===== src/rtl/bus_inv_pkg.sv =====
package bus_inv_pkg;

   typedef enum logic [1:0] {
      MODE_PASS  = 2'd0,
      MODE_AUTO  = 2'd1,
      MODE_FORCE = 2'd2
   } inv_mode_e;

endpackage


===== src/rtl/inv_mode_sel.sv =====
module inv_mode_sel
   import bus_inv_pkg::*;
(
   input  logic      force_inv,
   input  logic      auto_inv,
   output inv_mode_e mode
);

   // forced inversion outranks the automatic policy
   always_comb begin
      if (force_inv)     mode = MODE_FORCE;
      else if (auto_inv) mode = MODE_AUTO;
      else               mode = MODE_PASS;
   end

endmodule


===== src/rtl/inv_popcount.sv =====
module inv_popcount #(
   parameter int W  = 8,
   parameter int G  = 4,
   parameter int CW = $clog2(W + 1)
) (
   input  logic [W-1:0]  bits,
   output logic [CW-1:0] count
);

   generate
      if (W < 1) begin : g_bad_w
         $error("inv_popcount: W must be at least 1");
      end
      if (G < 0) begin : g_bad_g
         $error("inv_popcount: G must not be negative");
      end

      if (G <= 1 || G >= W) begin : g_flat
         always_comb begin
            count = '0;
            for (int i = 0; i < W; i++)
               count = count + CW'(bits[i]);
         end
      end else begin : g_grouped
         localparam int NG = (W + G - 1) / G;
         localparam int PW = NG * G;
         logic [PW-1:0]    padded;
         logic [NG*CW-1:0] parts;

         assign padded = PW'(bits);

         for (genvar g = 0; g < NG; g++) begin : g_part
            logic [CW-1:0] cnt;
            always_comb begin
               cnt = '0;
               for (int i = 0; i < G; i++)
                  cnt = cnt + CW'(padded[g*G + i]);
            end
            assign parts[g*CW +: CW] = cnt;
         end

         always_comb begin
            count = '0;
            for (int g = 0; g < NG; g++)
               count = count + parts[g*CW +: CW];
         end
      end
   endgenerate

endmodule


===== src/rtl/inv_decide.sv =====
module inv_decide
   import bus_inv_pkg::*;
#(
   parameter int W  = 8,
   parameter int CW = $clog2(W + 1)
) (
   input  inv_mode_e     mode,
   input  logic [CW-1:0] changed,
   output logic          invert
);

   // strict majority of changed lines: changed > W - changed
   localparam int HALF = W / 2;

   logic majority;
   assign majority = (int'(changed) > HALF);

   always_comb begin
      case (mode)
         MODE_FORCE: invert = 1'b1;
         MODE_AUTO:  invert = majority;
         default:    invert = 1'b0;
      endcase
   end

endmodule


===== src/rtl/bus_invert_encoder.sv =====
module bus_invert_encoder
   import bus_inv_pkg::*;
#(
   parameter int W         = 8,
   parameter int POP_GROUP = 4
) (
   input  logic         clk,
   input  logic         rst,
   input  logic [W-1:0] in_word,
   input  logic         in_valid,
   input  logic         force_inv,
   input  logic         auto_inv,
   output logic [W-1:0] bus_word,
   output logic         bus_flag
);

   localparam int CW = $clog2(W + 1);

   generate
      if (W < 2) begin : g_bad_width
         $error("bus_invert_encoder: W must be at least 2");
      end
   endgenerate

   inv_mode_e     mode;
   logic [W-1:0]  toggles;
   logic [CW-1:0] changed;
   logic          invert;

   inv_mode_sel u_mode (
      .force_inv (force_inv),
      .auto_inv  (auto_inv),
      .mode      (mode)
   );

   // compare against the value really on the bus
   assign toggles = in_word ^ bus_word;

   inv_popcount #(.W(W), .G(POP_GROUP), .CW(CW)) u_pop (
      .bits  (toggles),
      .count (changed)
   );

   inv_decide #(.W(W), .CW(CW)) u_dec (
      .mode    (mode),
      .changed (changed),
      .invert  (invert)
   );

   always_ff @(posedge clk) begin
      if (rst) begin
         bus_word <= '0;
         bus_flag <= 1'b0;
      end else if (in_valid) begin
         bus_word <= invert ? ~in_word : in_word;
         bus_flag <= invert;
      end
   end


   reset_state_chk: assert property (@(posedge clk)
      rst |=> (bus_word == '0 && !bus_flag));


   pass_through_chk: assert property (@(posedge clk) disable iff (rst)
      (in_valid && !force_inv && !auto_inv) |=>
         (!bus_flag && bus_word == $past(in_word)));


   forced_invert_chk: assert property (@(posedge clk) disable iff (rst)
      (in_valid && force_inv) |=>
         (bus_flag && bus_word == ~$past(in_word)));


   hold_idle_chk: assert property (@(posedge clk) disable iff (rst)
      !in_valid |=> ($stable(bus_word) && $stable(bus_flag)));


   flag_meaning_chk: assert property (@(posedge clk) disable iff (rst)
      in_valid |=> (bus_flag ? (bus_word == ~$past(in_word))
                             : (bus_word ==  $past(in_word))));


   toggle_bound_chk: assert property (@(posedge clk) disable iff (rst)
      (in_valid && auto_inv && !force_inv) |=>
         ($countones(bus_word ^ $past(bus_word)) <= W / 2));

endmodule


===== config.mk =====
export PLATFORM = sky130hd
export DESIGN_NAME = bus_invert_encoder
export DESIGN_NICKNAME = d
export VERILOG_FILES = /design/src/rtl/bus_inv_pkg.sv /design/src/rtl/inv_mode_sel.sv /design/src/rtl/inv_popcount.sv /design/src/rtl/inv_decide.sv /design/src/rtl/bus_invert_encoder.sv
export SDC_FILE = /design/constraint.sdc
export NUM_CORES = 1
export LEC_CHECK = 0
export ABC_AREA = 0
export BUFFER_PORTS_ARGS = -buffer_cell sky130_fd_sc_hd__buf_2
export CORE_MARGIN = 3
export CORE_UTILIZATION = 34
export DETAILED_ROUTE_END_ITERATION = 16
export PLACE_DENSITY = 0.55
export SLEW_MARGIN = 10
export SYNTH_ARGS = -nofsm -noshare
export SYNTH_HDL_FRONTEND = slang
export SYNTH_HIERARCHICAL = 1
export SYNTH_SLANG_ARGS = --single-unit

===== constraint.sdc =====
create_clock -name clk -period 4.94 [get_ports clk]
set_input_delay 0.988 -clock clk [delete_from_list [all_inputs] [get_ports clk]]
set_output_delay 0.988 -clock clk [all_outputs]
set_load 0.1 [all_outputs]

==> results of run 1 <==
==> sequential cells by signal, indices dropped and copies added (netlist names) <==
signal	cells
bus_flag	1
bus_word	8
==> how the worst min path moves through the flow <==
stage,from,end,depth (start not counted)
floorplan,bus_word[3]$_SDFFE_PP0P_,bus_word[3]$_SDFFE_PP0P_,2
global placement,bus_flag$_SDFFE_PP0P_,bus_flag$_SDFFE_PP0P_,2
detailed placement,bus_flag$_SDFFE_PP0P_,bus_flag$_SDFFE_PP0P_,2
CTS,bus_flag$_SDFFE_PP0P_,bus_flag$_SDFFE_PP0P_,2
global route,bus_flag$_SDFFE_PP0P_,bus_flag$_SDFFE_PP0P_,2
finish,bus_flag$_SDFFE_PP0P_,bus_flag$_SDFFE_PP0P_,2
==> per-stage QoR <==
step                power [mW]  hold WS [ns]
CTS                     0.4414        0.4932
floorplan               0.3359        0.9410
global route            0.4804        0.5263
global placement        0.3748        0.4716
detailed placement      0.3797        0.4782
finish                  0.4333        0.4976
==> layout make-up <==
cell class / instances / area (µm²) / area share [%]
clock buffer: 4 / 26.28 / 3.061
inverter: 16 / 60.06 / 6.997
multi-input combinational: 51 / 445.4 / 51.90
sequential: 9 / 180.2 / 20.99
tap: 27 / 33.78 / 3.936
timing repair buffer: 22 / 112.6 / 13.12
==> worst max-delay path, delay by kind of cell <==
| family | cells | cell delay [ns] |
|---|---|---|
| AOI/OAI and AO/OA | 3 | 0.51 |
| xor gates and xnor gates | 3 | 0.38 |
| adders and majority gates | 5 | 1.95 |
| buffers and inverters | 5 | 0.52 |
==> layer usage <==
metal / part of all wire [%] / GRT usage, % / vias to the layer above
met1: 44 / 11.89 / 251
met5: 0 / 0 / -
met4: 0 / 2.979 / 0
met2: 47 / 17.78 / 19
met3: 8.8 / 6.553 / 0
li1: - / - / 289
==> power by group through the flow <==
stage / combinational (mW) / clock [mW] / sequential [mW]
after floorplan: 0.173 / 0 / 0.162
after global placement: 0.283 / 0 / 0.0915
after detailed placement: 0.287 / 0 / 0.0922
after CTS: 0.290 / 0.0607 / 0.0906
after global routing: 0.323 / 0.0652 / 0.0921
final: 0.285 / 0.0575 / 0.0905
==> cells in the final DEF, fill, tap and decap left out <==
cell type and n:
sky130_fd_sc_hd__clkbuf_4 3, sky130_fd_sc_hd__o21ai_1 1, sky130_fd_sc_hd__clkbuf_1 1, sky130_fd_sc_hd__xor2_1 8, sky130_fd_sc_hd__ha_1 5, sky130_fd_sc_hd__inv_1 16
sky130_fd_sc_hd__dfxtp_1 9, sky130_fd_sc_hd__buf_2 21, sky130_fd_sc_hd__nor2b_4 1, sky130_fd_sc_hd__a211oi_1 8, sky130_fd_sc_hd__xnor2_1 9, sky130_fd_sc_hd__a211oi_2 1
sky130_fd_sc_hd__nor2_1 11, sky130_fd_sc_hd__mux2i_1 1, sky130_fd_sc_hd__a21oi_1 1, sky130_fd_sc_hd__buf_4 1, sky130_fd_sc_hd__fa_1 4, sky130_fd_sc_hd__nor2b_1 1
==> cell families after synthesis <==
kind of cell	count (synthesis)
xor+xnor	17
buf+inv	21
simple gates	13
mux	1
flops	9
compound gates	11
fa+ha+maj	9
==> run metrics, run 1 <==
run status=completed; sequential fraction of the synthesis area=24.78%; library cell with the highest instance count after synthesis=sky130_fd_sc_hd__inv_1; fmax=238.9 MHz; transition time at the pin with the least slew margin=0.4892 ns; type of the setup path with the least slack=in -> reg; clk_lat worst skew=0.26 ns; XOR/XNOR Fraction of Synth Area=20.48%; effective utilization at floorplan=36.31%; combinational cell fraction of total power=65.8%; element type at the critical path end=flip-flop; Final setup violation count=0; min cycle time layout=4.187 ns; clock transition at the registers of the reported paths=0.06 ns; mux cell area share after synthesis=1.377%; Post-Syn Area=726.9 µm²; worst stage delay on the critical path=0.55 ns; Clock Skews=0.001283 ns; P_leak=0.4406 nW; portion of the clock cycle consumed by the worst path in the final layout=84.75%; horizontal die dimension=52.24 µm; total count of hold-check failures in the final report=0; number of antenna violations at the first check in global routing=0; nets in the synthesized netlist=103; Syn Inst Count=81; Post-synth top cells=16 x sky130_fd_sc_hd__inv_1, 11 x sky130_fd_sc_hd__nor2_1, 9 x sky130_fd_sc_hd__dfxtp_1, 9 x sky130_fd_sc_hd__xnor2_1; placed inst area=832.0 µm²; distinct cell type count of the synthesized netlist=17; biggest area contributors in the synthesized netlist=sky130_fd_sc_hd__dfxtp_1 25%, sky130_fd_sc_hd__fa_1 11%, sky130_fd_sc_hd__xnor2_1 11%; number of synthesized register bits=9; Via-to-Cell Ratio=4.333; Primary FF master, synth=sky130_fd_sc_hd__dfxtp_1; sum of net half-perimeters after detailed placement=1008 µm; fraction of the mapped netlist area in compound gates=11.36%; count of pins on the block boundary=22; cell area after layout=858.3 µm²; Min-Delay Path Class=reg -> reg; WL per Instance=9.636 µm; unrepaired setup endpoints after global routing=false; count of cells along the worst register-to-register path=15; switching power=0.2154 mW; diodes inserted=0; number of design rule violations left after detail routing=0; switching share of total power=49.73%; wire length of the first global-routing pass=2173 µm; synthesized-area fraction occupied by adder cells=19.62%; setup slack of the critical path after layout=0.7534 ns; post-synthesis cell type with the largest combined area=sky130_fd_sc_hd__dfxtp_1; Placed Cells incl. Taps=125; Syn. warnings=6; CTS H-tree depth=1; worst reg2reg endpoint=bus_word[4]$_SDFFE_PP0P_; cell repeated most along the worst path=sky130_fd_sc_hd__fa_1; clock buffers created by TritonCTS=3; setup TNS=0 ns; vertical die dimension=52.24 µm; maximum resistive drop on vdd=0.2245 mV; power density normalized to cell area=504.8 nW/µm²; launch instance of the worst register-to-register path=bus_word[0]$_SDFFE_PP0P_; number of non-filler instances in the completed layout=129; arrival time reported for the critical path endpoint=4.36 ns; startpoint type of the worst setup path=input pin; buffers from clock root to sink, at most=2; critical-path maximum fanout=9; CTS tree=yes; filler cell count in the final layout=227; internal power=0.2178 mW; Post-layout nets=125; Total Die Area=2729 µm²; number of detailed-route iterations in the first pass=3; final weighted congestion in routability-driven placement=0.7219; number of enable flip-flop cells after synthesis=0; clock network fraction of total power=13.3%; fraction of layout cells with a size suffix above 1=26.47%; via count of the first global-routing pass=556; share of the core filled with cells=42.88%; Slew headroom=67.61%; overall fraction of global-route tracks in use=10.91%; basic-gate share of the synthesized area counting and, or, nand and nor cells=8.434%; Clk Tree Root Cell=sky130_fd_sc_hd__clkbuf_4; remaining number of nets flagged by the antenna check after routing=0; CTS hold repair buffers=0; largest net degree at the start of global routing=18; post-synthesis async set-or-reset flop share=0%; start point of the critical path=in_word[0]; data required time at the worst endpoint=5.11 ns; crit path to=bus_word[4]$_SDFFE_PP0P_; core footprint=2002 µm²; Detailed Route Iter0 Violations=5; Post-Route WL=1243 µm; placement-stage worst setup slack=0.4494 ns; Layout Area Growth over Synthesis=18.07%; Cell Rows=16; max capacitance violation total=0; r2r setup slk=1.22 ns; number of buffers added for setup after CTS=0; Reg power frac=20.9%; main combinational cell family by area after synthesis=XOR/XNOR gates; Slew Limit Fails=0; vias after detailed routing=559; Resize count post-CTS=0; synthesized area divided by synthesized cell count=8.975 µm²; Yosys top cell area share=24.78%; CTS sink cnt=9; count of buffers inserted at the top-level ports=21; worst-path cell chain=buf_2 -> xor2_1 -> inv_1 -> fa_1 -> fa_1 -> fa_1 -> inv_1 -> ha_1 -> inv_1 -> fa_1 -> xnor2_1 -> o21ai_1 -> a211oi_2 -> buf_4 -> xnor2_1 -> a211oi_1; Slowest-stage cell, CP=sky130_fd_sc_hd__fa_1; total overflow reported by the global router=0
No activity file was read; power rests on OpenSTA's default activity.
==> inputs of run 2 (changes only) <==
==> constraint.sdc (replaced) <==
create_clock -name clk -period 4.2 [get_ports clk]
set_input_delay 0.84 -clock clk [delete_from_list [all_inputs] [get_ports clk]]
set_output_delay 0.84 -clock clk [all_outputs]
set_load 0.1 [all_outputs]
==> run 2 against run 1 <==
Compared with the run above:
- first-iteration DRC count did not move
- count of clock-buffer cells in the layout did not move
- register-to-register slack got worse by 0.82 ns
- global-route usage fell by 0.19 points
- sequential share of layout area fell by 1.9 points
- wire length rose by 8.4%
- worst setup slack got worse by 0.62 ns
- power rose by 31%
- clock power rose by 17%
- utilization rose by 4.4 points
- critical endpoint is now bus_word[5]$_SDFFE_PP0P_
- largest cell class unchanged
- largest power group unchanged
- highest routed layer unchanged
==> run metrics, run 2 (synthesis gave the netlist of run 1 again) <==
total count of hold-check failures in the final report=0; count of buffers inserted at the top-level ports=21; most common cell after layout, fill and taps aside=sky130_fd_sc_hd__buf_2; worst reg2reg endpoint=bus_word[5]$_SDFFE_PP0P_; maximum resistive drop on vdd=0.2988 mV; count of cells along the worst register-to-register path=15; switching power=0.2749 mW; buffers from clock root to sink, at most=2; sink of the worst hold path=bus_flag$_SDFFE_PP0P_; fraction of layout cells with a size suffix above 1=39.42%; unrepaired setup endpoints after global routing=true; clk_lat worst skew=0.26 ns; flip-flop count of the largest register after layout=8; fmax=245.8 MHz; remaining number of nets flagged by the antenna check after routing=0; cell area after layout=945.9 µm²; Total Die Area=2729 µm²; CP Buf/Inv Count=5; diodes inserted=0; via count of the first global-routing pass=547; Layout Area Growth over Synthesis=30.12%; Detailed Route Iter0 Violations=5; r2r setup slk=0.40 ns; placed inst area=839.6 µm²; transition time at the pin with the least slew margin=0.4864 ns; CTS sink cnt=9; internal power=0.2915 mW; wire length of the first global-routing pass=2187 µm; vertical die dimension=52.24 µm; total overflow reported by the global router=0; Slowest-stage cell, CP=sky130_fd_sc_hd__fa_1; launch instance of the worst register-to-register path=bus_word[3]$_SDFFE_PP0P_; run status=completed; Post-Route WL=1347 µm; placement-stage worst setup slack=-0.1158 ns; max capacitance violation total=0; clock network fraction of total power=11.8%; number of antenna violations at the first check in global routing=0; Final setup violation count=0; Post-layout nets=127; Slew headroom=67.80%; element type at the critical path end=flip-flop; switching share of total power=48.54%; clock buffers created by TritonCTS=3; cell repeated most along the worst path=sky130_fd_sc_hd__fa_1; overall fraction of global-route tracks in use=10.72%; Reg power frac=18.8%; power density normalized to cell area=598.8 nW/µm²; WL per Instance=10.28 µm; setup TNS=0 ns; setup slack of the critical path after layout=0.1313 ns; sum of net half-perimeters after detailed placement=1030 µm; beginning of the worst hold path=bus_flag$_SDFFE_PP0P_; worst-path cell chain=buf_6 -> xor2_1 -> inv_1 -> fa_1 -> fa_1 -> fa_1 -> inv_1 -> ha_2 -> inv_2 -> fa_2 -> xnor2_2 -> o21ai_1 -> a211oi_2 -> buf_6 -> xnor2_1 -> a211oi_1; worst stage delay on the critical path=0.56 ns; vias after detailed routing=576; Largest delay share family, worst path=adder cells; type of the setup path with the least slack=in -> reg; horizontal die dimension=52.24 µm; Worst Hold Depth=2; Via-to-Cell Ratio=4.397; CTS H-tree depth=1; most frequent cells in the layout=20 x sky130_fd_sc_hd__buf_2, 15 x sky130_fd_sc_hd__inv_1, 11 x sky130_fd_sc_hd__nor2_1, 9 x sky130_fd_sc_hd__dfxtp_1, 8 x sky130_fd_sc_hd__xor2_1; portion of the clock cycle consumed by the worst path in the final layout=96.87%; largest net degree at the start of global routing=18; critical-path maximum fanout=5; number of design rule violations left after detail routing=0; data required time at the worst endpoint=4.38 ns; startpoint type of the worst setup path=input pin; Min-Delay Path Class=reg -> reg; leading registers by flop count=bus_word x8, bus_flag x1; CTS hold repair buffers=0; Slew Limit Fails=0; number of detailed-route iterations in the first pass=2; effective utilization at floorplan=36.31%; Clock Skews=0.007244 ns; Biggest register=bus_word; CTS tree=yes; arrival time reported for the critical path endpoint=4.25 ns; combinational cell fraction of total power=69.4%; clock transition at the registers of the reported paths=0.07 ns; Cell Rows=16; count of pins on the block boundary=22; hold slack=0.4953 ns; P_leak=0.4792 nW; final weighted congestion in routability-driven placement=0.7389; Clk Tree Root Cell=sky130_fd_sc_hd__clkbuf_4; core footprint=2002 µm²; min cycle time layout=4.069 ns
## run 2: cell types whose count changed in the layout (fill, tap and decap cells not counted), moves of 2 or more
cell                       delta
sky130_fd_sc_hd__a211oi_1     -4
sky130_fd_sc_hd__buf_6        +2
sky130_fd_sc_hd__xnor2_1      -5
sky130_fd_sc_hd__a211oi_2     +4
sky130_fd_sc_hd__xnor2_2      +5
## run 2: final cells by class
cell class | count | area [µm²]
Clock buffer | 4 | 26.28
Timing Repair Buffer | 24 | 137.6
Tap cell | 27 | 33.78
Inverter | 16 | 60.06
Multi-Input combinational cell | 51 | 508.0
Fill cell | 221 | 1056
Sequential cell | 9 | 180.2
## run 2: worst min-delay path, stage by stage, from the launching register on
cell	delay [ns]
sky130_fd_sc_hd__dfxtp_1	0.33
sky130_fd_sc_hd__mux2i_1	0.06
sky130_fd_sc_hd__nor2_1	0.07
## run 2: timing repair
item / CTS / global route
endpoints found under the setup margin: 0 / 6
gates resized for setup: 0 / 14
setup buffers: 0 / 1
## run 2: how the worst max path moves through the flow
stage	startpoint	end	slack, ns	depth (start not counted)
after floorplan	bus_word[0]$_SDFFE_PP0P_	bus_word[0]$_SDFFE_PP0P_	0.03	15
after global placement	in_word[0]	bus_word[4]$_SDFFE_PP0P_	-0.08	16
after detailed placement	in_word[0]	bus_word[7]$_SDFFE_PP0P_	-0.12	16
after CTS	in_word[0]	bus_word[7]$_SDFFE_PP0P_	0.14	16
after global routing	in_word[3]	bus_word[6]$_SDFFE_PP0P_	-0.07	16
final	in_word[3]	bus_word[5]$_SDFFE_PP0P_	0.13	16
## run 2: power by group through the flow
stage | logic (mW) | clock network (mW) | registers (mW)
floorplan | 0.204 | 0 | 0.191
global placement | 0.338 | 0 | 0.108
detailed placement | 0.346 | 0 | 0.108
CTS | 0.349 | 0.0704 | 0.106
global route | 0.442 | 0.0741 | 0.108
finish | 0.393 | 0.0670 | 0.107
## run 2: metrics by stage
step	utilization, %	power (mW)	cells
after floorplan	-	0.3951	81
after global placement	41.94	0.4459	126
after detailed placement	41.94	0.4545	126
after CTS	43.25	0.5256	130
after global routing	47.25	0.6241	131
final	47.25	0.5665	131
## run 2: per-layer routing
| layer | global-route usage (%) | vias up | routed length (µm) |
|---|---|---|---|
| li1 | - | 294 | - |
| met1 | 12.22 | 267 | 542 |
| met2 | 18.62 | 15 | 717 |
| met3 | 5.128 | 0 | 87 |
| met4 | 1.277 | 0 | 0 |
| met5 | 0 | - | 0 |
==> inputs of run 3 (changes only) <==
--- a/config.mk
+++ b/config.mk
@@ -10,7 +10,7 @@
 export CORE_MARGIN = 3
 export CORE_UTILIZATION = 34
 export DETAILED_ROUTE_END_ITERATION = 16
-export PLACE_DENSITY = 0.55
+export PLACE_DENSITY = 0.62
 export SLEW_MARGIN = 10
 export SYNTH_ARGS = -nofsm -noshare
 export SYNTH_HDL_FRONTEND = slang
==> run 3 against run 2 <==
Compared with the run above:
- power increased by 4.2%
- wire length increased by 3.8%
- critical path depth unchanged
- worst setup slack got worse by 0.013 ns
- sequential power about the same
- die area unchanged
==> run metrics, run 3 (synthesis gave the netlist of run 1 again) <==
Clk Tree Root Cell=sky130_fd_sc_hd__clkbuf_4; transition time at the pin with the least slew margin=0.4874 ns; worst stage delay on the critical path=0.56 ns; Layout Area Growth over Synthesis=35.63%; count of buffers inserted at the top-level ports=21; max capacitance violation total=0; Final setup violation count=0; most common cell after layout, fill and taps aside=sky130_fd_sc_hd__buf_2; sink of the worst hold path=bus_flag$_SDFFE_PP0P_; Biggest register=bus_word; clock network fraction of total power=11.3%; clk_lat worst skew=0.26 ns; Slew Limit Fails=0; Total Die Area=2729 µm²; Cell Rows=16; type of the setup path with the least slack=in -> reg; beginning of the worst hold path=bus_flag$_SDFFE_PP0P_; sum of net half-perimeters after detailed placement=1021 µm; effective utilization at floorplan=36.31%; CTS hold repair buffers=0; vertical die dimension=52.24 µm; startpoint type of the worst setup path=input pin; Post-layout nets=129; data required time at the worst endpoint=4.38 ns; Largest delay share family, worst path=adder cells; cell area after layout=985.9 µm²; switching share of total power=48.13%; number of design rule violations left after detail routing=0; critical-path maximum fanout=4; fmax=245.0 MHz; P_leak=0.5001 nW; horizontal die dimension=52.24 µm; Min-Delay Path Class=reg -> reg; switching power=0.2842 mW; worst reg2reg endpoint=bus_word[4]$_SDFFE_PP0P_; cell repeated most along the worst path=sky130_fd_sc_hd__fa_1; setup TNS=0 ns; combinational cell fraction of total power=70.6%; largest net degree at the start of global routing=18; CTS sink cnt=9; diodes inserted=0; Clock Skews=0.001757 ns; core footprint=2002 µm²; clock transition at the registers of the reported paths=0.06 ns; placed inst area=862.1 µm²; number of antenna violations at the first check in global routing=0; Slew headroom=67.73%; filler cell count in the final layout=211; unrepaired setup endpoints after global routing=true; flip-flop count of the largest register after layout=8; element type at the critical path end=flip-flop; power density normalized to cell area=598.8 nW/µm²; power after layout=0.5904 mW; arrival time reported for the critical path endpoint=4.26 ns; overall fraction of global-route tracks in use=11.43%; run status=completed; Slowest-stage cell, CP=sky130_fd_sc_hd__fa_1; Reg power frac=18.1%; maximum resistive drop on vdd=0.3659 mV; number of detailed-route iterations in the first pass=2; worst-path cell chain=buf_6 -> xor2_1 -> inv_1 -> fa_1 -> fa_1 -> fa_1 -> inv_2 -> ha_4 -> inv_2 -> fa_2 -> xnor2_2 -> o21ai_1 -> a211oi_2 -> buf_4 -> xnor2_2 -> a211oi_1; CP Buf/Inv Count=5; WL per Instance=10.51 µm; total count of hold-check failures in the final report=0; Via-to-Cell Ratio=4.444; total overflow reported by the global router=0; remaining number of nets flagged by the antenna check after routing=0; Post-Route WL=1398 µm; hold slack=0.4932 ns; count of pins on the block boundary=22; portion of the clock cycle consumed by the worst path in the final layout=97.18%; wire length of the first global-routing pass=2277 µm; internal power=0.3062 mW; most frequent cells in the layout=20 x sky130_fd_sc_hd__buf_2, 14 x sky130_fd_sc_hd__inv_1, 11 x sky130_fd_sc_hd__nor2_1, 9 x sky130_fd_sc_hd__dfxtp_1, 8 x sky130_fd_sc_hd__xor2_1; CTS H-tree depth=1; count of cells along the worst register-to-register path=15; final weighted congestion in routability-driven placement=0.6755; CTS tree=yes; vias after detailed routing=591; launch instance of the worst register-to-register path=bus_word[3]$_SDFFE_PP0P_; via count of the first global-routing pass=559; Detailed Route Iter0 Violations=2; r2r setup slk=0.40 ns; number of buffers added for setup after CTS=0; buffers from clock root to sink, at most=2; fraction of layout cells with a size suffix above 1=43.40%; clock buffers created by TritonCTS=3; min cycle time layout=4.082 ns; leading registers by flop count=bus_word x8, bus_flag x1; Worst Hold Depth=2
-- run 3: layer usage --
layer,vias up,GRT usage (%),part of all wire [%]
met1,276,12.89,40
met4,0,5.106,1.4
met3,2,4.274,5.9
met5,-,0,0
li1,296,-,-
met2,17,19.04,53
-- run 3: power by group through the flow --
stage | clock (mW) | combinational, mW | sequential, mW
2_1_floorplan | 0 | 0.204 | 0.191
4_1_cts | 0.0704 | 0.344 | 0.107
5_1_grt | 0.0736 | 0.467 | 0.109
3_3_place_gp | 0 | 0.337 | 0.108
6_report | 0.0665 | 0.417 | 0.107
3_5_place_dp | 0 | 0.341 | 0.108
-- run 3: cell type report --
class                      instances  area (µm²)  share of cell area, %
multi-input combinational         51       533.0                  54.06
tap                               27       33.78                  3.426
sequential                         9       180.2                  18.27
inverter                          16       60.06                  6.091
clock buffer                       4       26.28                  2.665
timing repair buffer              26       152.6                  15.48
-- run 3: worst max-delay path by stage --
stage / startpoint / endpoint / slack (ns) / cells past startpoint
final: in_word[3] / bus_word[4]$_SDFFE_PP0P_ / 0.12 / 16
after global routing: in_word[3] / bus_word[7]$_SDFFE_PP0P_ / -0.05 / 16
after global placement: in_word[0] / bus_word[0]$_SDFFE_PP0P_ / -0.03 / 16
after floorplan: bus_word[0]$_SDFFE_PP0P_ / bus_word[0]$_SDFFE_PP0P_ / 0.03 / 15
after CTS: in_word[0] / bus_word[0]$_SDFFE_PP0P_ / 0.18 / 16
after detailed placement: in_word[0] / bus_word[6]$_SDFFE_PP0P_ / -0.10 / 16
-- run 3: what timing repair did --
item                                    4_1_cts  5_1_grt
hold endpoints to repair                      0        0
endpoints found under the setup margin        0        8
gates resized for setup                       0       18
-- run 3: metrics by stage --
stage	util [%]	setup WS [ns]	instances
after floorplan	-	0.03105	81
after global placement	43.06	-0.03048	129
after detailed placement	43.06	-0.1004	129
after CTS	44.38	0.1800	133
after global routing	49.25	-0.04696	133
final	49.25	0.1184	133
-- run 3: worst reg2reg max path, cell delays in order, from the launching register on --
cell and delay (ns):
sky130_fd_sc_hd__dfxtp_1 0.37, sky130_fd_sc_hd__xor2_1 0.15, sky130_fd_sc_hd__inv_1 0.08, sky130_fd_sc_hd__fa_1 0.56
sky130_fd_sc_hd__fa_1 0.45, sky130_fd_sc_hd__fa_1 0.48, sky130_fd_sc_hd__inv_2 0.08, sky130_fd_sc_hd__ha_4 0.14
sky130_fd_sc_hd__inv_2 0.04, sky130_fd_sc_hd__fa_2 0.39, sky130_fd_sc_hd__xnor2_2 0.14, sky130_fd_sc_hd__o21ai_1 0.09
sky130_fd_sc_hd__a211oi_2 0.28, sky130_fd_sc_hd__buf_4 0.22, sky130_fd_sc_hd__xnor2_2 0.08, sky130_fd_sc_hd__a211oi_1 0.18
